`src/rtl/usb_ser_pkg.sv`:
```
package usb_ser_pkg;
  typedef enum logic [1:0] {ST_IDLE, ST_SYNC, ST_DATA, ST_EOP} txState_t;

  typedef struct packed {
    logic syncEn;
    logic syncVal;
    logic stuffEn;
    logic shiftEn;
    logic loadEn;
    logic se0En;
    logic jEn;
    logic releaseEn;
  } txStrobe_t;
endpackage

```
`src/rtl/usb_ser_ctrl.sv`:
```
module usb_ser_ctrl
  import usb_ser_pkg::*;
#(
  parameter int SYNC_LEN = 8
) (
  input  logic      clk,
  input  logic      rstN,
  input  logic      bitTick,
  input  logic      inValid,
  input  logic      onesFull,
  input  logic      slotEmpty,
  input  logic      lastSeen,
  output txStrobe_t strobe,
  output logic      inReady,
  output logic      txActive
);
  localparam int SYNC_W = $clog2(SYNC_LEN);

  txState_t          state, stateNext;
  logic [SYNC_W-1:0] syncCnt, syncNext;
  logic [1:0]        eopCnt, eopNext;

  assign inReady  = bitTick && (state == ST_DATA) && !onesFull && slotEmpty && !lastSeen;
  assign txActive = (state != ST_IDLE);

  always_comb begin
    strobe    = '0;
    stateNext = state;
    syncNext  = syncCnt;
    eopNext   = eopCnt;
    if (bitTick) begin
      unique case (state)
        ST_IDLE: if (inValid) begin
          strobe.syncEn = 1'b1;
          syncNext      = SYNC_W'(1);
          stateNext     = ST_SYNC;
        end
        ST_SYNC: begin
          strobe.syncEn  = 1'b1;
          strobe.syncVal = (syncCnt == SYNC_W'(SYNC_LEN - 1));
          syncNext       = syncCnt + SYNC_W'(1);
          if (strobe.syncVal) stateNext = ST_DATA;
        end
        ST_DATA: begin
          if (onesFull)                 strobe.stuffEn = 1'b1;
          else if (!slotEmpty)          strobe.shiftEn = 1'b1;
          else if (inReady && inValid)  strobe.loadEn  = 1'b1;
          else begin
            strobe.se0En = 1'b1;
            eopNext      = 2'd1;
            stateNext    = ST_EOP;
          end
        end
        ST_EOP: begin
          if (eopCnt == 2'd1) begin
            strobe.se0En = 1'b1;
            eopNext      = 2'd2;
          end else if (eopCnt == 2'd2) begin
            strobe.jEn = 1'b1;
            eopNext    = 2'd3;
          end else begin
            strobe.releaseEn = 1'b1;
            eopNext          = 2'd0;
            stateNext        = ST_IDLE;
          end
        end
        default: stateNext = ST_IDLE;
      endcase
    end
  end

  always_ff @(posedge clk or negedge rstN) begin
    if (!rstN) begin
      state   <= ST_IDLE;
      syncCnt <= '0;
      eopCnt  <= '0;
    end else begin
      state   <= stateNext;
      syncCnt <= syncNext;
      eopCnt  <= eopNext;
    end
  end
endmodule

```
`src/rtl/usb_ser_dp.sv`:
```
module usb_ser_dp
  import usb_ser_pkg::*;
#(
  parameter int DATA_W    = 8,
  parameter int STUFF_RUN = 6
) (
  input  logic              clk,
  input  logic              rstN,
  input  txStrobe_t         strobe,
  input  logic [DATA_W-1:0] inData,
  input  logic              inLast,
  output logic              onesFull,
  output logic              slotEmpty,
  output logic              lastSeen,
  output logic              lineDp,
  output logic              lineDm,
  output logic              lineOe
);
  localparam int CNT_W  = $clog2(DATA_W + 1);
  localparam int ONES_W = $clog2(STUFF_RUN + 1);

  logic [DATA_W-1:0] shiftReg;
  logic [CNT_W-1:0]  bitsLeft;
  logic [ONES_W-1:0] onesCnt;
  logic              level;
  logic              bitOut, anyBit, nextLevel;

  assign onesFull  = (onesCnt == ONES_W'(STUFF_RUN));
  assign slotEmpty = (bitsLeft == '0);

  always_comb begin
    anyBit = strobe.syncEn | strobe.stuffEn | strobe.shiftEn | strobe.loadEn;
    if (strobe.syncEn)       bitOut = strobe.syncVal;
    else if (strobe.stuffEn) bitOut = 1'b0;
    else if (strobe.shiftEn) bitOut = shiftReg[0];
    else                     bitOut = inData[0];
    nextLevel = bitOut ? level : ~level;
  end

  always_ff @(posedge clk or negedge rstN) begin
    if (!rstN) begin
      shiftReg <= '0;
      bitsLeft <= '0;
      onesCnt  <= '0;
      lastSeen <= 1'b0;
      level    <= 1'b1;
      lineDp   <= 1'b1;
      lineDm   <= 1'b0;
      lineOe   <= 1'b0;
    end else begin
      if (anyBit) begin
        level   <= nextLevel;
        lineDp  <= nextLevel;
        lineDm  <= ~nextLevel;
        lineOe  <= 1'b1;
        onesCnt <= bitOut ? onesCnt + ONES_W'(1) : '0;
      end
      if (strobe.shiftEn) begin
        shiftReg <= shiftReg >> 1;
        bitsLeft <= bitsLeft - CNT_W'(1);
      end
      if (strobe.loadEn) begin
        shiftReg <= inData >> 1;
        bitsLeft <= CNT_W'(DATA_W - 1);
        lastSeen <= inLast;
      end
      if (strobe.se0En) begin
        lineDp <= 1'b0;
        lineDm <= 1'b0;
        lineOe <= 1'b1;
      end
      if (strobe.jEn) begin
        lineDp <= 1'b1;
        lineDm <= 1'b0;
      end
      if (strobe.releaseEn) begin
        lineOe   <= 1'b0;
        level    <= 1'b1;
        onesCnt  <= '0;
        lastSeen <= 1'b0;
        bitsLeft <= '0;
      end
    end
  end
endmodule

```
`src/rtl/usb_nrzi_tx.sv`:
```
module usb_nrzi_tx
  import usb_ser_pkg::*;
#(
  parameter int DATA_W    = 8,
  parameter int STUFF_RUN = 6,
  parameter bit HS_SYNC   = 1'b0
) (
  input  logic              clk,
  input  logic              rstN,
  input  logic              bitTick,
  input  logic [DATA_W-1:0] inData,
  input  logic              inValid,
  input  logic              inLast,
  output logic              inReady,
  output logic              lineDp,
  output logic              lineDm,
  output logic              lineOe,
  output logic              txActive
);
  localparam int SYNC_LEN = HS_SYNC ? 32 : 8;

  txStrobe_t strobe;
  logic      onesFull, slotEmpty, lastSeen;

  usb_ser_ctrl #(.SYNC_LEN(SYNC_LEN)) i_ctrl (
    .clk(clk), .rstN(rstN), .bitTick(bitTick), .inValid(inValid),
    .onesFull(onesFull), .slotEmpty(slotEmpty), .lastSeen(lastSeen),
    .strobe(strobe), .inReady(inReady), .txActive(txActive)
  );

  usb_ser_dp #(.DATA_W(DATA_W), .STUFF_RUN(STUFF_RUN)) i_dp (
    .clk(clk), .rstN(rstN), .strobe(strobe), .inData(inData), .inLast(inLast),
    .onesFull(onesFull), .slotEmpty(slotEmpty), .lastSeen(lastSeen),
    .lineDp(lineDp), .lineDm(lineDm), .lineOe(lineOe)
  );
endmodule

```
`config.mk`:
```
export PLATFORM = sky130hd
export DESIGN_NAME = usb_nrzi_tx
export DESIGN_NICKNAME = d
export VERILOG_FILES = /design/src/rtl/usb_ser_pkg.sv /design/src/rtl/usb_ser_ctrl.sv /design/src/rtl/usb_ser_dp.sv /design/src/rtl/usb_nrzi_tx.sv
export SDC_FILE = /design/constraint.sdc
export NUM_CORES = 1
export LEC_CHECK = 0
export BUFFER_PORTS_ARGS = -buffer_cell sky130_fd_sc_hd__buf_2
export CAP_MARGIN = 10
export CORE_ASPECT_RATIO = 1.5
export CORE_UTILIZATION = 52
export CTS_CLUSTER_DIAMETER = 100
export CTS_CLUSTER_SIZE = 30
export DETAILED_ROUTE_END_ITERATION = 12
export PLACE_DENSITY = 0.78
export SLEW_MARGIN = 20
export SYNTH_ARGS = -nofsm -noshare
export SYNTH_HDL_FRONTEND = slang
export SYNTH_HIERARCHICAL = 1
export SYNTH_SLANG_ARGS = --single-unit
```
`constraint.sdc`:
```
create_clock -name clk -period 2.3 [get_ports clk]
set_input_delay 0.345 -clock clk [delete_from_list [all_inputs] [get_ports clk]]
set_output_delay 0.345 -clock clk [all_outputs]
set_load 0.05 [all_outputs]
```
==> reports/qor.txt <==
Status: finished clean
Cell repeated most along the worst path: nor3b_4
DRC: 0
Die Wd: 47.10 µm
Vias per cell: 5.643
Tmin final: 2.287 ns
Synth warnings: 6
Critical path data required time: 2.49 ns
Number of stages on the worst setup path: 10
Sequential area share after synthesis: 0.4117
Buf/Inv on CP: 2
Crit Path Class: register to register
CTS tree: yes
Crit path largest cell delay: 0.40 ns
Startpoint Class: register
Worst-margin pin slew: 0.5926 ns
#FFs+latches synth: 26
Setup TNS: 0 ns
Area Growth Syn to Fin: 22.24%
First-pass detailed-route iteration total: 4
Clock-pin transition on the worst setup and hold timing paths: 0.09 ns
Top FF cell, synth: dfrtp_1
Clock Skews: 0.004189 ns
DIE HEIGHT: 69.65 µm
Mapped Cells: 161
Crit end category: register
CTS Buffer Depth: 2
Cell row count: 24
Worst r2r path cells: 10
Hold/Removal Path Class: primary input to async pin
Peak VDD IR: 0.0009146 V
Pin count of the biggest net entering global routing: 27
DRT antenna net count: 0
Crit path DAT: 2.48 ns
IO Pins: 18
Avg Cell Area, Syn: 9.854 µm²
Grt ovf: 0
Total Routing Usage GR: 0.2233
Core area: 0.002913 mm²
Die area: 0.003281 mm²
Global-route wire length before repair: 5.368 mm
CTS HTree Levels: 1
CP max FO: 6
Slew Viols, Final: 0
Worst-path cell chain: inv_1 > ha_1 > nor3b_4 > buf_6 > nand4b_4 > nor3b_4 > nor4_4 > a31oi_2 > o2111ai_4 > a211oi_2
CP max-delay cell: dfrtp_1
Vias in the first global route: 1267
Commonest non-fill, non-tap cells in the layout: dfrtp_1, buf_2, nor2_1, nand2_1, ha_1
Number of synthesized flops with an enable pin: 0
Max frequency: 437.3 MHz
Clk_lat worst skew: 0.27 ns
Cell Area, Synth: 0.001587 mm²
Via Count: 1298
Wire per inst: 15.73 µm
Share of cells above drive strength 1: 0.3037
Number of buffers inserted by port buffering: 17
Max-cap violations: 0
Yosys cell types: 43
Placed standard-cell area: 0.001762 mm²
PD cells: 1295 mW/mm²
Final Cell Area: 0.001939 mm²
Final worst path period share: 0.9942
Starting DRT DRC Count: 36
Clock root cell: clkbuf_8
Total power: 2.512 mW
Asr flop ratio synth: 1.000
Cts bufs inserted: 3
Starting density of the core: 0.5447
Fin cells: 230
Setup Viol. Count Final: 0
Rel. slew slack: 0.6049
HPWL after DPL: 2.415 mm
Clock net sink count: 26
Commonest non-fill, non-tap cell in the layout: dfrtp_1
FF-to-FF setup slack: 0.01 ns
GP Congestion: 0.7355
Antenna cell count: 0
Inst Count DP: 219
Final hold viol count: 0
Nets: 218
CP top delay family: simple AND/OR/NAND/NOR gates
Leakage: 0.9432 nW
Initial antenna violation count: 0
Mapped Nets: 187
Final wirelength: 3.617 mm
power breakdown:
group	internal (mW)	leakage, nW	switching [mW]
Clock	0.153	0.0288	0.150
Sequential	0.673	0.326	0.166
Combinational	0.622	0.589	0.749
registers in the layout, summed over array words and instances, names as in the netlist:
name,cells
i_dp/shiftReg,7
i_dp/onesCnt,3
i_dp/bitsLeft,4
i_ctrl/eopCnt,2
i_ctrl/syncCnt,3
i_ctrl/state,2
i_dp/level,1
i_dp/lineOe,1
i_dp/lineDm,1
i_dp/lastSeen,1
i_dp/lineDp,1
routing by layer:
layer | vias to the layer above | GRT usage | part of all wire | wire, µm
met4 | 0 | 0.07619 | 0.019 | 69
met5 | - | 0 | 0 | 0
met2 | 31 | 0.3966 | 0.56 | 2021
li1 | 620 | - | - | -
met3 | 7 | 0.03125 | 0.028 | 100
met1 | 640 | 0.2560 | 0.39 | 1426
cell usage after synthesis (3+ instances only):
cell type | n | share of area
nand3_1 | 4 | 0.013
clkbuf_1 | 4 | 0.0095
nor2b_1 | 3 | 0.012
nor2_1 | 13 | 0.031
dfrtp_1 | 24 | 0.38
o21ai_0 | 12 | 0.038
and3_1 | 3 | 0.012
nand2b_1 | 4 | 0.016
ha_1 | 13 | 0.10
inv_1 | 11 | 0.026
nand2_1 | 13 | 0.031
a21oi_1 | 7 | 0.022
mux2i_1 | 9 | 0.057
final timing paths:
kind	start	end
setup / recovery	i_dp/bitsLeft[0]	i_dp/lineDm
hold / removal	rstN	i_dp/onesCnt[2]
setup reg to reg	i_dp/bitsLeft[0]	i_dp/lineDm
hold reg to reg	i_dp/shiftReg[6]	i_dp/shiftReg[6]
max in group asynchronous	rstN	i_dp/shiftReg[5]
min in group clk	inData[3]	i_dp/shiftReg[2]
kinds of logic (layout without fill, tap and decap cells):
family	Yosys count	count (layout)	synth area share
simple gates	58	58	0.2114
buf+inv	17	47	0.04180
xor+xnor	3	3	0.01656
fa+ha+maj	13	13	0.1025
compound gates	31	31	0.1262
mux	13	13	0.08991
flops	26	26	0.4117
worst reg2reg max path, cell delays in order, from the launching register on:
cell	delay, ns
dfrtp_1	0.40
inv_1	0.06
ha_1	0.16
nor3b_4	0.26
buf_6	0.15
nand4b_4	0.11
nor3b_4	0.34
nor4_4	0.12
a31oi_2	0.21
o2111ai_4	0.15
a211oi_2	0.25
stage by stage:
stage                     hold WS [ns]  worst slack [ns]  utilization
after floorplan                0.04941           0.01102            -
after global placement          0.3787        -0.0006295       0.6048
after detailed placement        0.3844          -0.04796       0.6048
after CTS                      0.08956           0.02717       0.6284
after global routing            0.1101          -0.03650       0.6658
final                          0.06116           0.01326       0.6658
repair_timing:
item,in CTS,in global routing
pin swaps,0,5
setup endpoints to repair,4,12
resized for setup,2,13
buffers inserted,0,6
hold buffers,0,0
cloned,0,1
layout make-up:
cell class	instances	area [µm²]
inverters	11	41.29
well taps	39	48.80
fillers	228	973.4
repair buffers	32	202.7
clock buffers	4	55.05
multi-input cells	118	938.4
flip-flops and latches	26	653.1
(Power assumes the default switching activity.)
